<file path="config.mk">
export PLATFORM = sky130hd
export DESIGN_NAME = nts_composite
export DESIGN_NICKNAME = d
export VERILOG_FILES = /design/src/rtl/ntsc_pkg.sv /design/src/rtl/nts_timing.sv /design/src/rtl/nts_ptab.sv /design/src/rtl/nts_pdm.sv /design/src/rtl/nts_composite.sv
export SDC_FILE = /design/constraint.sdc
export NUM_CORES = 1
export LEC_CHECK = 0
export ABC_AREA = 1
export CORE_UTILIZATION = 40
export DETAILED_ROUTE_END_ITERATION = 6
export DONT_BUFFER_PORTS = 1
export GPL_TIMING_DRIVEN = 0
export PLACE_DENSITY_LB_ADDON = 0.05
export SLEW_MARGIN = 20
export SYNTH_ARGS = -nofsm -noshare
export SYNTH_HDL_FRONTEND = slang
export SYNTH_HIERARCHICAL = 1
export SYNTH_SLANG_ARGS = --single-unit
</file>
<file path="constraint.sdc">
create_clock -name clk -period 2.69 [get_ports clk]
set_input_delay 0.4035 -clock clk [delete_from_list [all_inputs] [get_ports clk]]
set_output_delay 0.4035 -clock clk [all_outputs]
set_load 0.01 [all_outputs]
</file>
<file path="src/rtl/ntsc_pkg.sv">
package ntsc_pkg;
  typedef enum logic [1:0] {SEG_SYNC, SEG_BLANK, SEG_BURST, SEG_ACT} seg_t;
  localparam int CODE_W = 2;
  localparam logic [CODE_W-1:0] LVL_SYNC  = 2'd0;
  localparam logic [CODE_W-1:0] LVL_BLANK = 2'd1;
  localparam logic [CODE_W-1:0] LVL_MID   = 2'd2;
  localparam logic [CODE_W-1:0] LVL_PEAK  = 2'd3;
endpackage

</file>
<file path="src/rtl/nts_timing.sv">
module nts_timing
  import ntsc_pkg::*;
#(
  parameter int H_TOTAL       = 7945,
  parameter int H_SYNC        = 588,
  parameter int H_BURST_START = 700,
  parameter int H_BURST_LEN   = 314,
  parameter int H_ACT_START   = 1350,
  parameter int H_ACT_END     = 7750,
  parameter int FIELD_LINES   = 262,
  parameter int VS_LINES      = 3,
  parameter int V_ACT_START   = 20,
  parameter int V_ACT_LINES   = 240,
  parameter int ROW_W         = 10
) (
  input  logic             clk,
  input  logic             rst,
  input  logic             ilace_en,
  input  logic             dbl_scan,
  output seg_t             seg,
  output logic             pix_active,
  output logic [ROW_W-1:0] pix_row,
  output logic             field_odd,
  output logic             frame_tick
);
  localparam int HW   = $clog2(H_TOTAL + 1);
  localparam int LW   = $clog2(FIELD_LINES + 2);
  localparam int HALF = H_TOTAL / 2;

  logic [HW-1:0]    h, len;
  logic [LW-1:0]    line;
  logic             field, ilace_q, dbl_q;
  logic             half_line, h_end, l_end, nxt_field, vs, act_line;
  logic [ROW_W-1:0] r;

  always_comb begin
    half_line = ilace_q && ((!field && line == LW'(FIELD_LINES)) || (field && line == '0));
    len       = half_line ? HW'(HALF) : HW'(H_TOTAL);
    h_end     = (h == len - HW'(1));
    l_end     = (line == (ilace_q ? LW'(FIELD_LINES) : LW'(FIELD_LINES - 1)));
    nxt_field = ilace_q ? ~field : 1'b0;
  end

  always_ff @(posedge clk) begin
    if (rst) begin
      h       <= '0;
      line    <= '0;
      field   <= 1'b0;
      ilace_q <= ilace_en;
      dbl_q   <= dbl_scan;
    end else if (h_end) begin
      h <= '0;
      if (l_end) begin
        line  <= '0;
        field <= nxt_field;
        if (!nxt_field) begin
          ilace_q <= ilace_en;
          dbl_q   <= dbl_scan;
        end
      end else begin
        line <= line + LW'(1);
      end
    end else begin
      h <= h + HW'(1);
    end
  end

  always_comb begin
    vs       = line < LW'(VS_LINES);
    act_line = (line >= LW'(V_ACT_START)) && (line < LW'(V_ACT_START + V_ACT_LINES));
    if (vs)                      seg = (h < len - HW'(H_SYNC)) ? SEG_SYNC : SEG_BLANK;
    else if (h < HW'(H_SYNC))    seg = SEG_SYNC;
    else if (half_line)          seg = SEG_BLANK;
    else if (h >= HW'(H_BURST_START) && h < HW'(H_BURST_START + H_BURST_LEN))
                                 seg = SEG_BURST;
    else if (act_line && h >= HW'(H_ACT_START) && h < HW'(H_ACT_END))
                                 seg = SEG_ACT;
    else                         seg = SEG_BLANK;
  end

  always_comb begin
    r          = ROW_W'(line - LW'(V_ACT_START));
    pix_active = (seg == SEG_ACT);
    if (!pix_active)            pix_row = '0;
    else if (ilace_q && !dbl_q) pix_row = {r[ROW_W-2:0], field};
    else                        pix_row = r;
    field_odd  = field;
    frame_tick = (h == '0) && (line == '0) && !field;
  end

  AST_PROG_EVEN: assert property (@(posedge clk) disable iff (rst)
    !ilace_q |-> !field);
  AST_MODE_HOLD: assert property (@(posedge clk) disable iff (rst)
    !(h == '0 && line == '0 && !field) |-> ($stable(ilace_q) && $stable(dbl_q)));
  AST_H_BOUND: assert property (@(posedge clk) disable iff (rst)
    h < len);
endmodule

</file>
<file path="src/rtl/nts_ptab.sv">
module nts_ptab
  import ntsc_pkg::*;
#(
  parameter int COL_W   = 4,
  parameter int PH_BITS = 2
) (
  input  logic              clk,
  input  logic [COL_W-1:0]  col,
  input  logic [PH_BITS-1:0] ph,
  output logic [CODE_W-1:0] q
);
  localparam int DEPTH = 1 << (COL_W + PH_BITS);
  localparam int NPH   = 1 << PH_BITS;

  logic [CODE_W-1:0] rom [DEPTH];

  function automatic logic [CODE_W-1:0] patt(input int c, input int p);
    int hue;
    logic [CODE_W-1:0] lo;
    hue = c % (1 << (COL_W - 1));
    lo  = (((c >> (COL_W - 1)) & 1) != 0) ? LVL_MID : LVL_BLANK;
    if (hue == 0) return lo;
    return (((p + hue) % NPH) < (NPH / 2)) ? LVL_PEAK : lo;
  endfunction

  initial begin
    for (int a = 0; a < DEPTH; a++) rom[a] = patt(a / NPH, a % NPH);
  end

  always_ff @(posedge clk) q <= rom[{col, ph}];
endmodule

</file>
<file path="src/rtl/nts_pdm.sv">
module nts_pdm
  import ntsc_pkg::*;
(
  input  logic              clk,
  input  logic              rst,
  input  logic [CODE_W-1:0] code,
  output logic              bit_o
);
  logic [1:0] acc;
  logic [2:0] sum;

  always_comb sum = {1'b0, acc} + {1'b0, code};

  always_ff @(posedge clk) begin
    if (rst) begin
      acc   <= '0;
      bit_o <= 1'b0;
    end else if (sum >= 3'd3) begin
      acc   <= 2'(sum - 3'd3);
      bit_o <= 1'b1;
    end else begin
      acc   <= sum[1:0];
      bit_o <= 1'b0;
    end
  end

  AST_ACC_RANGE: assert property (@(posedge clk) disable iff (rst)
    acc < 2'd3);
endmodule

</file>
<file path="src/rtl/nts_composite.sv">
module nts_composite
  import ntsc_pkg::*;
#(
  parameter int H_TOTAL       = 7945,
  parameter int H_SYNC        = 588,
  parameter int H_BURST_START = 700,
  parameter int H_BURST_LEN   = 314,
  parameter int H_ACT_START   = 1350,
  parameter int H_ACT_END     = 7750,
  parameter int FIELD_LINES   = 262,
  parameter int VS_LINES      = 3,
  parameter int V_ACT_START   = 20,
  parameter int V_ACT_LINES   = 240,
  parameter int ROW_W         = 10,
  parameter int COL_W         = 4,
  parameter int PH_BITS       = 2,
  parameter int PHASE_W       = 32,
  parameter longint PHASE_INC = 122992210
) (
  input  logic             clk,
  input  logic             rst,
  input  logic             ilace_en,
  input  logic             dbl_scan,
  input  logic [COL_W-1:0] pix_idx,
  output logic             pix_active,
  output logic [ROW_W-1:0] pix_row,
  output logic             field_odd,
  output logic             frame_tick,
  output logic [1:0]       dac_code,
  output logic             pdm_bit
);
  seg_t               seg, seg_d;
  logic [PHASE_W-1:0] phase;
  logic [PH_BITS-1:0] pidx, pidx_d;
  logic [CODE_W-1:0]  tab_q;

  assign pidx = phase[PHASE_W-1 -: PH_BITS];

  nts_timing #(
    .H_TOTAL(H_TOTAL), .H_SYNC(H_SYNC), .H_BURST_START(H_BURST_START),
    .H_BURST_LEN(H_BURST_LEN), .H_ACT_START(H_ACT_START), .H_ACT_END(H_ACT_END),
    .FIELD_LINES(FIELD_LINES), .VS_LINES(VS_LINES), .V_ACT_START(V_ACT_START),
    .V_ACT_LINES(V_ACT_LINES), .ROW_W(ROW_W)
  ) u_tim (
    .clk(clk), .rst(rst), .ilace_en(ilace_en), .dbl_scan(dbl_scan),
    .seg(seg), .pix_active(pix_active), .pix_row(pix_row),
    .field_odd(field_odd), .frame_tick(frame_tick)
  );

  nts_ptab #(.COL_W(COL_W), .PH_BITS(PH_BITS)) u_tab (
    .clk(clk), .col(pix_idx), .ph(pidx), .q(tab_q)
  );

  always_ff @(posedge clk) begin
    if (rst) begin
      phase    <= '0;
      seg_d    <= SEG_BLANK;
      pidx_d   <= '0;
      dac_code <= LVL_BLANK;
    end else begin
      phase  <= phase + PHASE_W'(PHASE_INC);
      seg_d  <= seg;
      pidx_d <= pidx;
      case (seg_d)
        SEG_SYNC:  dac_code <= LVL_SYNC;
        SEG_BURST: dac_code <= pidx_d[PH_BITS-1] ? LVL_BLANK : LVL_MID;
        SEG_ACT:   dac_code <= tab_q;
        default:   dac_code <= LVL_BLANK;
      endcase
    end
  end

  nts_pdm u_pdm (.clk(clk), .rst(rst), .code(dac_code), .bit_o(pdm_bit));

  AST_NO_PEAK_IDLE: assert property (@(posedge clk) disable iff (rst)
    (seg_d != SEG_ACT) |=> (dac_code != LVL_PEAK));
  AST_SYNC_LEVEL: assert property (@(posedge clk) disable iff (rst)
    (seg_d == SEG_SYNC) |=> (dac_code == LVL_SYNC));
endmodule

</file>
; ---- Word-level counts from Yosys, hierarchy flattened
; Memory sizes are Yosys's and may differ from the RTL's. A register that Yosys moved wholly into a read port is not among the register bits.
; Index checks and enable logic that the tools add are counted.
[word_totals]
regBits = 66
latchBits = 0
mem_bits_rw = 0
romBits = 128
input_bits = 8
output_inout_bits = 16
elab_cells = 83
memories = 1
[classes]
addsub = 8
multipliers = 0
div = 0
order_cmp = 10
eq_ne = 7
shift = 0
muxes = 24
bitwise = 1
reduce_logical = 21
[mem_list]
columns = memory, words, word_bits, read_ports, rd_clocked_by_memory_dff, wr, line_no
row1 = u_tab.rom, 64, 2, 1, 1, 0, nts_ptab.sv:15  ; logic [CODE_W-1:0] rom [DEPTH];
[op_table]
columns = cell, n
row1 = adder 32 x 27 -> 32 bit (second input constant), 1
row2 = less-than comparator 13 x 10 -> 1 bit (second input constant), 2
row3 = 2-to-1 mux 10 bit, 2
row4 = 2-to-1 mux 2 bit, 8
row5 = adder 13 x 1 -> 13 bit (second input constant), 1
row6 = == test 13 bit, 1
row7 = >= comparator 13 x 10 -> 1 bit (second input constant), 1
row8 = >= comparator 13 x 11 -> 1 bit (second input constant), 1
row9 = zero test 13 bit, 1
row10 = less-than comparator 13 bit, 1
row11 = less-than comparator 13 bit (second input constant), 1
row12 = 2-to-1 mux 13 bit, 1
row13 = subtractor 13 x 1 -> 13 bit (second input constant), 1
row14 = subtractor 13 x 10 -> 13 bit (second input constant), 1
row15 = 2-to-1 mux 1 bit, 11
row16 = logical AND 1 bit, 10
row17 = subtractor 9 x 5 -> 10 bit (second input constant), 1
row18 = adder 9 x 1 -> 9 bit (second input constant), 1
row19 = == test 9 bit, 1
row20 = == test 9 bit (second input constant), 1
row21 = >= comparator 9 x 5 -> 1 bit (second input constant), 1
row22 = zero test 9 bit, 1
row23 = less-than comparator 9 x 2 -> 1 bit (second input constant), 1
row24 = less-than comparator 9 bit (second input constant), 1
row25 = 15 further kinds, 19

; ---- Longest topological paths before layout
[logic_depth]
ltp_word = 11
ltp_mapped = 19
ltp_nobuf = 18

; ---- By module
; The synthesis kept the hierarchy.
[modules_own_cells]
columns = mod, instances, cells_per_inst, area_each_um2, seq_area_each_um2
row1 = nts_composite, 1, 392, 2242.2, 720.7
row2 = nts_timing, 1, 321, 2122.0, 520.5
row3 = nts_pdm, 1, 19, 161.4, 60.1
row4 = nts_ptab, 1, 18, 106.4, 40.0

; ---- Least setup slack after synthesis
; Ideal clock, no wire load.
[synth_path]
path_kind = register -> output
start = register u_tim.line[2]
end = output pix_row[0]
arrival_time_ps = 2332
required_time_ps = 2287
setup_slack_ps = -45
path_stages_with_launch = 18
n_path_buf = 1
path_cell_list = dfxtp_1 inv_1 ha_1 nand3_1 nand2_1 nand2_2 inv_1 ha_1 nand2_1 nor3_1 nor3b_2 nand2_1 nand2_1 nand2_1 nand2_2 nand3_2 buf_6 nor2_2
[synth_via]
elab_chain_cells = 11
elab_cells_between_ends = 23
cone_classes = add/sub (1) / order compare (4) / eq/ne (2) / mux (8) / reduce/logical (8)
[synth_rtl]
columns = element, line_no
row1 = start: declaration, nts_timing.sv:31  ; logic [LW-1:0] line;
row2 = start signal: assignment, nts_timing.sv:61  ; line <= line + LW'(1);
row3 = == test 9 bit / zero test 9 bit (equally long branches), nts_timing.sv:37  ; half_line = ilace_q && ((!field && line == LW'(FIELD_LINES)) || (field && line == '0));
row4 = logical AND 1 bit, nts_timing.sv:37
row5 = logical OR 1 bit, nts_timing.sv:37
row6 = logical AND 1 bit, nts_timing.sv:37
row7 = 2-to-1 mux 13 bit, nts_timing.sv:38  ; len = half_line ? HW'(HALF) : HW'(H_TOTAL);
row8 = subtractor 13 x 10 -> 13 bit, nts_timing.sv:71  ; if (vs) seg = (h < len - HW'(H_SYNC)) ? SEG_SYNC : SEG_BLANK;
row9 = less-than comparator 13 bit, nts_timing.sv:71
row10 = 2-to-1 mux 1 bit, nts_timing.sv:71
row11 = 2-to-1 mux 2 bit *, nts_timing.sv:71
row12 = named net seg[0], nts_composite.sv:32  ; seg_t seg, seg_d;
row13 = == test 2 bit *, nts_timing.sv:83  ; pix_active = (seg == SEG_ACT);
row14 = 2-to-1 mux 10 bit *, nts_timing.sv:84  ; if (!pix_active) pix_row = '0;
row15 = end: declaration, nts_composite.sv:26  ; output logic [ROW_W-1:0] pix_row,
; The timed path passes the listed nets; every way through them passes the cells marked *.

; ---- Worst setup path in the final report
[layout_path]
start = register u_tim.line[1]
end = register u_tim.line[8]
[layout_via]
elab_chain_cells = 7
elab_cells_between_ends = 12
cone_classes = add/sub (2) / eq/ne (3) / mux (2) / reduce/logical (5)
[layout_rtl]
columns = element, line_no
row1 = == test 9 bit / zero test 9 bit (equally long branches), nts_timing.sv:37
row2 = logical AND 1 bit, nts_timing.sv:37
row3 = logical OR 1 bit, nts_timing.sv:37
row4 = logical AND 1 bit, nts_timing.sv:37
row5 = 2-to-1 mux 13 bit, nts_timing.sv:38
row6 = subtractor 13 x 1 -> 13 bit, nts_timing.sv:39  ; h_end = (h == len - HW'(1));
row7 = == test 13 bit, nts_timing.sv:39
; Several ways; a longest one is shown, not always the timed one.
; A chain may end at the register's enable or synchronous reset.

==> results.tsv <==
metric	value	unit
status	finished, violations left	
failing checks	negative setup slack	
H-tree levels	3	
Slew headroom	0.343	
number of fillers in the final layout	1091	
average wire per standard cell	13.1	µm
DR iter-0 viols	202	
Leakage	0.00268	µW
Die Ht	110	µm
commonest non-fill, non-tap cell in the layout	nand2_1	
count of final setup violators	36	
largest net degree at the start of global routing	14	
gr usage total	0.222	
core area	11100	µm²
Post-Synth XOR/XNOR Area	0.0132	
GP Congestion	0.848	
die area	12000	µm²
largest family of logic cells by synthesized area	simple AND/OR/NAND/NOR gates	
final hold violations	0	
most used flip-flop cell after synthesis	dfxtp_1	
Sink Count	66	
n_diodes	0	
Yosys warning count	6	
Syn Nets	775	
Synth Area in Adders	0.0475	
final non-filler cell area	5830	µm²
final worst path period share	1.16	
CP peak stage delay	0.37	ns
max frequency	321	MHz
Setup TNS	-12.78	ns
crit end category	flip-flop	
CP most frequent cell	buf_4	
compound-gate portion of the synthesized area	0.120	
ys async rst share	0	
Routed Antenna Nets	0	
slack of the critical path	-0.427	ns
clk buf depth	2	
Period minus WS final	3.12	ns
Post-route DRC	0	
top cell family by delay on the critical path	buffers and inverters	
total iterations of the first detailed-routing run	4	
GRT Residual Overflow	0	
CTS tree	done	
FP Rows	38	
reg-to-reg critical path endpoint	u_tim/line[8]$_SDFFE_PP0N_	
clock share of power	0.435	
total number of vias	4693	
Initial Util	0.418	
fraction of layout cells with a size suffix above 1	0.202	
startpoint types	flip-flop	
hpwl dp	8890	µm
Cells after Synth	750	
vias per inst	4.98	
post-synth cell types	47	
Worst-Skew Late Latency	0.34	ns
Worst R2R Setup Slack	-0.43	ns
Post-Synth Simple-Gate Area	0.416	
Layout Nets	823	
clk_skew	0.00544	ns
synthesized area per cell	6.18	µm²
worst endpoint data arrival time	3.35	ns
unrepaired setup endpoints after global routing	true	
Max Cap Violations	0	
post-synthesis cell area	4630	µm²
Sw Pwr	910	µW
worst r2r src	u_tim/line[1]$_SDFFE_PP0N_	
Clock transition at path regs	0.06	ns
placed cell areas	4810	µm²
kind of critical path	reg -> reg	
IO buf count	0	
crit path from	u_tim/line[1]$_SDFFE_PP0N_	
cells on worst reg2reg path	28	
peak supply drop	504	µV
most frequent cells in the layout	nand2_1 (196), inv_1 (104), nor2_1 (97)	
initial antenna violation count	0	
worst slew pin tran	0.977	ns
Post-synth EDFFs	2	
timing endpoint of the critical path	u_tim/line[8]$_SDFFE_PP0N_	
P_int	2070	µW
hold buffers post-CTS	0	
total wire length	12400	µm
register share of total power	0.388	
Die X	110	µm
synthesis-stage register bit count	66	
sequential area share after synthesis	0.290	
I/O pin cnt	24	
first-pass GRT wire length	20400	µm
Req. time, crit path	2.92	ns
area delta synth->final	25.9	%
Power Dens Cells	511	nW/µm²
crit-path max FO	8	
Crit-path slowest cell	dfxtp_4	
post-synthesis mux area share	0	
vias in the first global route	4411	
Final Max Tran Viols	0	
Comb pwr share	0.177	
Net Sw Frac	0.305	
Buf+Inv Stages, Crit Path	17	
class of the worst hold path	in -> reg	
CTS Buf Count	9	
Critical Path Stages	28	
Root Buffer	clkbuf_16	
[area by class of cell]
class                   count  area [µm²]  area share
repair buffers             37         348      0.0597
inverters                 120         473      0.0811
clock buffers               9         225      0.0386
multi-input cells         553        3060       0.526
clock inverters             7         100      0.0172
well taps                 140         175      0.0300
flip-flops and latches     66        1350       0.232
plain buffers              11        91.3      0.0157
[worst min path at each step]
stage | from | end | slack (ns) | cells after the start
detailed placement | phase[1]$_SDFF_PP0_ | phase[1]$_SDFF_PP0_ | 0.44 | 1
global placement | phase[1]$_SDFF_PP0_ | phase[1]$_SDFF_PP0_ | 0.43 | 1
CTS | rst | u_pdm/bit_o$_SDFF_PP0_ | 0.10 | 1
global route | rst | u_pdm/bit_o$_SDFF_PP0_ | 0.11 | 1
finish | rst | u_pdm/bit_o$_SDFF_PP0_ | 0.12 | 1
floorplan | u_tim/h[0]$_SDFF_PP0_ | u_tim/h[0]$_SDFF_PP0_ | 0.42 | 1
[sequential cells by signal (all words and copies together) (netlist names)]
name and count:
dac_code 2, phase 31, pidx_d 1, seg_d 2, u_pdm/acc 2, u_pdm/bit_o 1, u_tab/q 2, u_tim/dbl_q 1
u_tim/field_odd 1, u_tim/h 13, u_tim/ilace_q 1, u_tim/line 9
[metal layers]
layer / routed length, µm / track usage / share of wire
met2: 6070 / 0.381 / 0.49
met1: 5480 / 0.256 / 0.44
met5: 0 / 0 / 0
met3: 574 / 0.0658 / 0.046
met4: 248 / 0.0952 / 0.020
[cells in the mapped netlist (2+ instances only)]
library cell  count  area, µm²
a31oi_1           2       12.5
inv_1           112        420
o21ai_2           2       17.5
xor2_1            7       61.3
nand2_1         206        773
buf_6             3       33.8
nor2_4            4       45.0
nor3_1           12       60.1
o21ai_1           3       15.0
nand4_1          11       68.8
nand3b_1          2       15.0
o21ai_0          33        165
buf_2             3       15.0
nor3b_1           2       15.0
nand2_2           8       50.1
a21oi_1          48        240
nand3_2           2       20.0
and2_1            2       12.5
nor2_2           17        106
nand3_1          43        215
ha_1             16        200
a21oi_2           5       43.8
nor2_1          104        390
inv_2             8       30.0
or2_2             2       12.5
clkbuf_1          2       7.51
buf_4             3       22.5
dfxtp_1          64       1280
nand2_4           3       33.8
edfxtp_1          2       60.1
nor4_1            3       18.8
[power groups by stage]
| stage | combinational (µW) | sequential (µW) | clock, µW |
|---|---|---|---|
| detailed placement | 507 | 1180 | 0 |
| global route | 609 | 1170 | 1370 |
| floorplan | 413 | 1160 | 0 |
| global placement | 496 | 1180 | 0 |
| CTS | 527 | 1160 | 1350 |
| finish | 527 | 1160 | 1300 |
[logic make-up (layout without fill, tap and decap cells)]
group | after synthesis | after routing
XOR/XNOR | 7 | 7
AO/OA/AOI/OAI | 101 | 101
adder cells (fa/ha/maj) | 17 | 17
AND/OR/NAND/NOR | 428 | 428
buffers and inverters | 131 | 184
flip-flops | 66 | 66
[through the flow]
stage / hold slack, ns / instances / total power, µW / worst slack, ns / utilization
finish: 0.124 / 943 / 2980 / -0.427 / 0.526
global route: 0.108 / 943 / 3150 / -0.547 / 0.526
CTS: 0.104 / 942 / 3030 / -0.398 / 0.518
detailed placement: 0.441 / 890 / 1690 / -0.433 / 0.434
global placement: 0.427 / 890 / 1670 / -0.408 / 0.434
floorplan: 0.417 / 750 / 1570 / 0.0141 / -
[worst reg2reg max path: cells and delay by family, from the launching register on]
kind	cells	cell delay (ns)
adder cells (fa/ha/maj)	1	0.15
flip-flops	1	0.37
buffers and inverters	17	1.85
AND/OR/NAND/NOR	10	0.63
[timing repair]
| action | 4_1_cts | 5_1_grt |
|---|---|---|
| gates cloned | 2 | 0 |
| gates resized for setup | 82 | 17 |
| endpoints found under the setup margin | 32 | 36 |
| setup buffers | 39 | 2 |
| hold endpoints to repair | 0 | 0 |
| pin swaps | 18 | 16 |
Note: power is estimated with default switching activity, not from simulation.
